==> src/rtl/ledchain_pkg.sv <==
`timescale 1ns/1ps
package ledchain_pkg;

  typedef enum logic [2:0] {
    ST_IDLE,
    ST_SHIFT_LO,
    ST_SHIFT_HI,
    ST_GAP,
    ST_STROBE,
    ST_DONE
  } link_state_t;

  function automatic int ceil_div(input int num, input int den);
    return (num + den - 1) / den;
  endfunction

  function automatic int max2(input int a, input int b);
    return (a > b) ? a : b;
  endfunction

endpackage

==> src/rtl/ledchain_timer.sv <==
`timescale 1ns/1ps
module ledchain_timer #(
  parameter int CW = 8
) (
  input  logic          clk,
  input  logic          rst,
  input  logic          load,
  input  logic [CW-1:0] load_val,
  output logic          expired
);
  logic [CW-1:0] cnt;

  always_ff @(posedge clk) begin
    if (rst) begin
      cnt <= '0;
    end else if (load) begin
      cnt <= load_val;
    end else if (cnt != '0) begin
      cnt <= cnt - 1'b1;
    end
  end

  assign expired = (cnt == '0);

  a_r8_timer_counts_down: assert property (@(posedge clk) disable iff (rst)
    (!load && !expired) |=> (cnt == $past(cnt) - 1'b1));

endmodule

==> src/rtl/ledchain_shifter.sv <==
`timescale 1ns/1ps
module ledchain_shifter #(
  parameter int FW = 32
) (
  input  logic          clk,
  input  logic          rst,
  input  logic          load,
  input  logic          adv,
  input  logic [FW-1:0] frame,
  output logic          bit_out,
  output logic          last
);
  localparam int IW = $clog2(FW);

  logic [FW-1:0] shreg;
  logic [IW-1:0] idx;

  always_ff @(posedge clk) begin
    if (rst) begin
      shreg <= '0;
      idx   <= '0;
    end else if (load) begin
      shreg <= frame;
      idx   <= '0;
    end else if (adv) begin
      shreg <= {shreg[FW-2:0], 1'b0};
      idx   <= idx + 1'b1;
    end
  end

  assign bit_out = shreg[FW-1];
  assign last    = (idx == IW'(FW - 1));

  a_r2_no_advance_past_end: assert property (@(posedge clk) disable iff (rst)
    (adv && !load) |-> !last);

endmodule

==> src/rtl/ledchain_blank.sv <==
`timescale 1ns/1ps
module ledchain_blank #(
  parameter int BLANK_CYC = 900
) (
  input  logic clk,
  input  logic rst,
  input  logic blank_req,
  input  logic strobe_on,
  output logic out_en_n
);
  localparam int BW = $clog2(BLANK_CYC + 1);

  logic          blanking;
  logic          arm;
  logic          min_met;

  assign arm = blank_req && !blanking;

  ledchain_timer #(.CW(BW)) u_min (
    .clk      (clk),
    .rst      (rst),
    .load     (arm),
    .load_val (BW'(BLANK_CYC - 1)),
    .expired  (min_met)
  );

  always_ff @(posedge clk) begin
    if (rst) begin
      blanking <= 1'b1;
    end else if (arm) begin
      blanking <= 1'b1;
    end else if (blanking && min_met && !blank_req && !strobe_on) begin
      blanking <= 1'b0;
    end
  end

  assign out_en_n = blanking;

  a_r8_min_width_held: assert property (@(posedge clk) disable iff (rst)
    (blanking && !min_met) |=> blanking);
  a_r9_request_holds: assert property (@(posedge clk) disable iff (rst)
    blank_req |=> blanking);
  a_r10_no_release_in_strobe: assert property (@(posedge clk) disable iff (rst)
    (blanking && strobe_on) |=> blanking);

endmodule

==> src/rtl/ledchain_ctrl.sv <==
`timescale 1ns/1ps
module ledchain_ctrl
  import ledchain_pkg::*;
#(
  parameter int NUM_DEV      = 2,
  parameter int BITS_PER_DEV = 16,
  parameter int CLK_NS       = 5,
  parameter int SETUP_NS     = 50,
  parameter int HOLD_NS      = 20,
  parameter int CLK_HI_NS    = 50,
  parameter int CLK_LO_NS    = 50,
  parameter int CLK_PER_NS   = 100,
  parameter int GAP_NS       = 100,
  parameter int STROBE_NS    = 100,
  parameter int BLANK_NS     = 4500
) (
  input  logic                            clk,
  input  logic                            rst,
  input  logic                            start,
  input  logic [NUM_DEV*BITS_PER_DEV-1:0] frame,
  input  logic                            blank_req,
  output logic                            busy,
  output logic                            done,
  output logic                            ser_data,
  output logic                            ser_clk,
  output logic                            ser_latch,
  output logic                            out_en_n
);
  localparam int FW        = NUM_DEV * BITS_PER_DEV;
  localparam int LO_CYC    = max2(ceil_div(SETUP_NS, CLK_NS), ceil_div(CLK_LO_NS, CLK_NS));
  localparam int HI_MIN    = max2(ceil_div(CLK_HI_NS, CLK_NS), ceil_div(HOLD_NS, CLK_NS));
  localparam int HI_CYC    = max2(HI_MIN, ceil_div(CLK_PER_NS, CLK_NS) - LO_CYC);
  localparam int GAP_CYC   = max2(1, ceil_div(GAP_NS, CLK_NS));
  localparam int STB_CYC   = max2(1, ceil_div(STROBE_NS, CLK_NS));
  localparam int BLANK_CYC = max2(1, ceil_div(BLANK_NS, CLK_NS));
  localparam int TMAX      = max2(max2(LO_CYC, HI_CYC), max2(GAP_CYC, STB_CYC));
  localparam int CW        = $clog2(TMAX + 1);

  link_state_t   state, state_n;
  logic          tmr_load, tmr_exp;
  logic [CW-1:0] tmr_val;
  logic          sh_load, sh_adv, sh_last;

  ledchain_timer #(.CW(CW)) u_phase (
    .clk      (clk),
    .rst      (rst),
    .load     (tmr_load),
    .load_val (tmr_val),
    .expired  (tmr_exp)
  );

  ledchain_shifter #(.FW(FW)) u_shift (
    .clk     (clk),
    .rst     (rst),
    .load    (sh_load),
    .adv     (sh_adv),
    .frame   (frame),
    .bit_out (ser_data),
    .last    (sh_last)
  );

  ledchain_blank #(.BLANK_CYC(BLANK_CYC)) u_blank (
    .clk       (clk),
    .rst       (rst),
    .blank_req (blank_req),
    .strobe_on (ser_latch),
    .out_en_n  (out_en_n)
  );

  always_comb begin
    state_n  = state;
    tmr_load = 1'b0;
    tmr_val  = '0;
    sh_load  = 1'b0;
    sh_adv   = 1'b0;
    case (state)
      ST_IDLE, ST_DONE: begin
        if (start) begin
          state_n  = ST_SHIFT_LO;
          sh_load  = 1'b1;
          tmr_load = 1'b1;
          tmr_val  = CW'(LO_CYC - 1);
        end else begin
          state_n = ST_IDLE;
        end
      end
      ST_SHIFT_LO: begin
        if (tmr_exp) begin
          state_n  = ST_SHIFT_HI;
          tmr_load = 1'b1;
          tmr_val  = CW'(HI_CYC - 1);
        end
      end
      ST_SHIFT_HI: begin
        if (tmr_exp) begin
          tmr_load = 1'b1;
          if (sh_last) begin
            state_n = ST_GAP;
            tmr_val = CW'(GAP_CYC - 1);
          end else begin
            state_n = ST_SHIFT_LO;
            sh_adv  = 1'b1;
            tmr_val = CW'(LO_CYC - 1);
          end
        end
      end
      ST_GAP: begin
        if (tmr_exp) begin
          state_n  = ST_STROBE;
          tmr_load = 1'b1;
          tmr_val  = CW'(STB_CYC - 1);
        end
      end
      ST_STROBE: begin
        if (tmr_exp) state_n = ST_DONE;
      end
      default: state_n = ST_IDLE;
    endcase
  end

  always_ff @(posedge clk) begin
    if (rst) begin
      state     <= ST_IDLE;
      ser_clk   <= 1'b0;
      ser_latch <= 1'b0;
      busy      <= 1'b0;
      done      <= 1'b0;
    end else begin
      state     <= state_n;
      ser_clk   <= (state_n == ST_SHIFT_HI);
      ser_latch <= (state_n == ST_STROBE);
      busy      <= (state_n != ST_IDLE) && (state_n != ST_DONE);
      done      <= (state_n == ST_DONE);
    end
  end

  a_r2_busy_after_start: assert property (@(posedge clk) disable iff (rst)
    (start && !busy) |=> busy);
  a_r3_data_moves_clk_low: assert property (@(posedge clk) disable iff (rst)
    !$stable(ser_data) |-> !ser_clk);
  a_r5_clk_low_in_strobe: assert property (@(posedge clk) disable iff (rst)
    ser_latch |-> !ser_clk);
  a_r6_done_single: assert property (@(posedge clk) disable iff (rst)
    done |=> !done);
  a_r6_done_not_busy: assert property (@(posedge clk) disable iff (rst)
    !(busy && done));
  a_r6_done_after_strobe: assert property (@(posedge clk) disable iff (rst)
    $rose(done) |-> $past(ser_latch));

endmodule

==> config.mk <==
export PLATFORM = sky130hd
export DESIGN_NAME = ledchain_ctrl
export DESIGN_NICKNAME = d
export VERILOG_FILES = /design/src/rtl/ledchain_pkg.sv /design/src/rtl/ledchain_timer.sv /design/src/rtl/ledchain_shifter.sv /design/src/rtl/ledchain_blank.sv /design/src/rtl/ledchain_ctrl.sv
export SDC_FILE = /design/constraint.sdc
export NUM_CORES = 1
export LEC_CHECK = 0
export BUFFER_PORTS_ARGS = -buffer_cell sky130_fd_sc_hd__buf_4
export CORE_UTILIZATION = 40
export DETAILED_ROUTE_END_ITERATION = 16
export PLACE_DENSITY = 0.66
export SETUP_SLACK_MARGIN = 0.4
export SYNTH_ARGS = -nofsm -noshare
export SYNTH_HDL_FRONTEND = slang
export SYNTH_SLANG_ARGS = --single-unit
==> constraint.sdc <==
create_clock -name clk -period 1.85 [get_ports clk]
set_clock_uncertainty 0.1 [all_clocks]
set_input_delay 0.185 -clock clk [delete_from_list [all_inputs] [get_ports clk]]
set_output_delay 0.185 -clock clk [all_outputs]
set_load 0.005 [all_outputs]
==> impl_metrics.csv <==
group,metric,value,unit
status,outcome,"complete, but fails checks",
status,violations_in_the_final_reports,"design-rule violations, negative setup slack",
clock_network,clock_slew_seen_by_the_registers_of_the_worst_setup_and_hold_paths,0.07,ns
placement,preCtsSetupSlack,-0.0167,ns
routing,initialDrtViolationCount,150,
routing,wirelength_met1,3670,um
routing,detail_route.first_pass.iterations,10,
routing,post_drt_via_cell_ratio,5.86,
floorplanning,design.core.area,6460,um^2
global_route,via_count_of_the_first_global_routing_pass,2864,
sta,period_needed,1.88,ns
clock_network,clkLatencyLatePin,0.35,ns
synthesis,ys_async_sr_fraction,0,
global_route,initial_antenna_violation_count,0,
clock_network,htreeDepth,3,
sta,finalHoldViolations,0,
sta,finalCritPeriodShare,1.02,
clock_network,clockBufferDepth,2,
sta,tightestPinTransition,0.533,ns
sta,timing.setup.tns,-0.0797,ns
power,ir_worst_vdd,0.938,mV
layout,final_cell_area,4800,um^2
worst_setup_path,startpoint_type,"register",
placement,place.gp.congestion,0.778,
floorplanning,die-height,84.3,um
global_route,grt_pass1_wl,13800,um
routing,via_count,2828,
routing,detailroute.wirelength.met2,4940,um
sta,report.final.slew_viol_count,0,
synthesis,post-synth-top-area-fraction,0.443,
worst_setup_path,crit-reg2reg-capture,"u_shift.shreg[29]$_SDFFE_PP0P_",
power,power.leakage,1.76,nW
floorplanning,fp.dieW,84.3,um
floorplanning,pin_count,42,
layout,n_antenna_cell,0,
hold_path,hold_start,"frame[11]",
worst_setup_path,cp_max_fo,7,
synthesis,post_synth_inst_count,309,
synthesis,post_synth.cell_area_avg,8.77,um^2
worst_setup_path,worstSetupEndpointType,"register",
synthesis,synth_most_common_cell,"dfxtp_1",
power,power_switching,0.00257,W
clock_network,cts_root_buf,"clkbuf_8",
synthesis,area_leader_netlist,"dfxtp_1",
synthesis,synth.cell_area,2710,um^2
sta,rsz0062_at_grt,"true",
routing,post-route-drc-count,6,
worst_setup_path,timing.critical_path.cells,"ha_4 -> and3_4 -> ha_4 -> nor2_4 -> and3_4 -> buf_6 -> buf_12 -> a22oi_2 -> a21oi_1",
sta,clock.fmax,531,MHz
routing,top_layer,"met4",
floorplanning,fp.dieArea,7110,um^2
power,power.density,1450,nW/um^2
power,p_sw_frac,0.368,
worst_setup_path,kind_of_cell_with_the_highest_combined_delay_on_the_critical_path,"simple AND/OR/NAND/NOR gates",
sta,slew_headroom,0.643,
routing,dr_wl_met3,455,um
clock_network,cts_buffers,9,
worst_setup_path,required,2.01,ns
hold_path,hold_path_depth,3,
floorplanning,row_count,29,
synthesis,synth_nets,351,
layout,number_of_standard_cells_in_the_layout_taps_in_and_fillers_out,483,
power,clockPowerShare,0.194,
placement,placement.io_buffers,41,
routing,detail_route.wl_per_cell,19.1,um
global_route,globalRouteOverflowTotal,0,
synthesis,synthTopCellsByArea,"dfxtp_1 44%, a22oi_1 8.6%, a21oi_1 8.5%, nand3_1 6.8%, ha_1 2.8%",
clock_network,cts.sinks,60,
hold_path,hold_path_class,"primary input to register",
sta,postLayoutSetupSlackWorst,-0.0340,ns
synthesis,post_synth_most_frequent_cells,"60 x dfxtp_1, 46 x a21oi_1, 37 x nand3_1",
global_route,grt_max_degree,37,
synthesis,netlist-cell-type-count,46,
sta,fin_worst_hold_slack,0.0141,ns
placement,placed_cells_incl_taps,421,
synthesis,dominantRegCellSynth,"dfxtp_1",
synthesis,synth.ff_latch_count,60,
synthesis,ys_seq_area_frac,0.443,
placement,post-dp-hpwl,4150,um
hold_path,worst_case_hold_path_end_point,"u_shift.shreg[11]$_SDFFE_PP0P_",
worst_setup_path,cp_num_buf_inv,2,
routing,detail_route.wirelength,9230,um
worst_setup_path,cpPeakStageDelay,0.34,ns
routing,detail-route-antenna-nets,0,
worst_setup_path,r2r_start,"u_shift.idx[0]$_SDFFE_PP0P_",
layout,post_route_cells_drive_above_1_share,0.621,
synthesis,yosysWarnings,0,
power,power_frac_seq,0.272,
synthesis,synth-edff-count,0,
worst_setup_path,setup.reg_to_reg.worst_slack,-0.03,ns
placement,place_area,3320,um^2
worst_setup_path,crit_path_top_delay_cell,"dfxtp_2",
floorplanning,initial_utilization,0.420,
worst_setup_path,setup.worst_path.class,"register to register",
clock_network,cts_tree,"done",
global_route,gr-usage-all-layers,0.250,
power,p_int,0.00441,W
sta,setup_viol,5,
flow_run,max-cap-violations,0,
layout,layout-area-overhead-vs-synth,77.1,%
power,pwr-share-comb,0.534,
worst_setup_path,reg2reg_depth,9,
worst_setup_path,critPathArrivalTime,2.05,ns
layout,final_nets,443,
## metal layers
layer / vias up / global-route usage
met5: - / 0
met4: 0 / 0.105
li1: 1322 / -
met3: 15 / 0.0836
met2: 87 / 0.425
met1: 1404 / 0.287
## layout make-up
cell class,count,area (um^2)
Multi-Input combinational cell,222,2090
Clock buffer,10,138
Timing Repair Buffer,104,1160
Sequential cell,60,1210
Inverter,4,15.0
Tap cell,77,96.3
Clock inverter,6,87.6
Fill cell,409,1660
## worst min-delay path, delay by kind of cell
kind | cells | cell delay [ns]
AOI/OAI and AO/OA | 2 | 0.16
buffers and inverters | 1 | 0.08
## power groups by stage
stage | Combinational, W | Sequential, W | Clock, W
after floorplan | 0.00160 | 0.00179 | 0
after global placement | 0.00206 | 0.00183 | 0
after detailed placement | 0.00209 | 0.00184 | 0
after CTS | 0.00325 | 0.00185 | 0.00135
after global routing | 0.00397 | 0.00192 | 0.00145
final | 0.00373 | 0.00190 | 0.00135
## placed cells by master, fill, tap and decap left out, types with 4 or more instances in the layout
cell      count
buf_4        63
dfxtp_1      51
nand3_2      29
a21oi_1      29
a22oi_2      26
buf_6        20
a21oi_2      17
nor2_1       14
clkbuf_8     10
buf_12       10
dfxtp_2       9
nand2_1       8
buf_16        8
nand3_4       7
a22oi_1       5
ha_4          5
inv_2         4
nor2b_1       4
xnor2_1       4
nor3_1        4
## through the flow
step	utilization	power (W)
after global routing	0.743	0.00734
after detailed placement	0.514	0.00392
final	0.743	0.00698
after CTS	0.697	0.00645
after global placement	0.514	0.00389
after floorplan	-	0.00339
## how the worst max path moves through the flow
stage | start | endpoint | slack, ns | depth (start not counted)
final | u_shift.idx[0]$_SDFFE_PP0P_ | u_shift.shreg[29]$_SDFFE_PP0P_ | -0.03 | 9
after global routing | u_shift.idx[1]$_SDFFE_PP0P_ | u_shift.shreg[29]$_SDFFE_PP0P_ | -0.12 | 9
after CTS | u_blank.u_min.cnt[0]$_SDFFE_PP0P_ | u_blank.u_min.cnt[8]$_SDFFE_PP0P_ | -0.0009 | 6
after detailed placement | u_blank.u_min.cnt[1]$_SDFFE_PP0P_ | u_blank.u_min.cnt[8]$_SDFFE_PP0P_ | -0.02 | 6
after global placement | u_blank.u_min.cnt[1]$_SDFFE_PP0P_ | u_blank.u_min.cnt[8]$_SDFFE_PP0P_ | 0.007 | 6
after floorplan | u_blank.u_min.cnt[1]$_SDFFE_PP0P_ | u_blank.u_min.cnt[8]$_SDFFE_PP0P_ | 0.004 | 6
## kinds of logic (layout without fill, tap and decap cells)
group | after synthesis | in the layout | share of synthesized area
flip-flops | 60 | 60 | 0.443
AND/OR/NAND/NOR | 106 | 106 | 0.217
AO/OA/AOI/OAI | 98 | 98 | 0.229
adder cells (fa/ha/maj) | 6 | 6 | 0.0277
multiplexers | 2 | 2 | 0.00739
buffers and inverters | 27 | 124 | 0.0429
XOR/XNOR | 10 | 10 | 0.0323
## sequential cells by signal, indices dropped and copies added (netlist names)
name               count
ser_clk                1
u_phase.cnt            5
state                  3
busy                   1
ser_latch              1
u_shift.idx            5
u_blank.out_en_n       1
u_shift.shreg         32
u_blank.u_min.cnt     10
done                   1
## what timing repair did
action                                  in CTS  in global routing
hold buffers                                 2                  0
setup buffers                               29                  6
endpoints found under the setup margin      58                 60
endpoints found under the hold margin        2                  0
gates resized for setup                    110                 43
pin swaps                                   64                 41
cloned                                       8                  1
No activity file was read; power rests on OpenSTA's default activity.
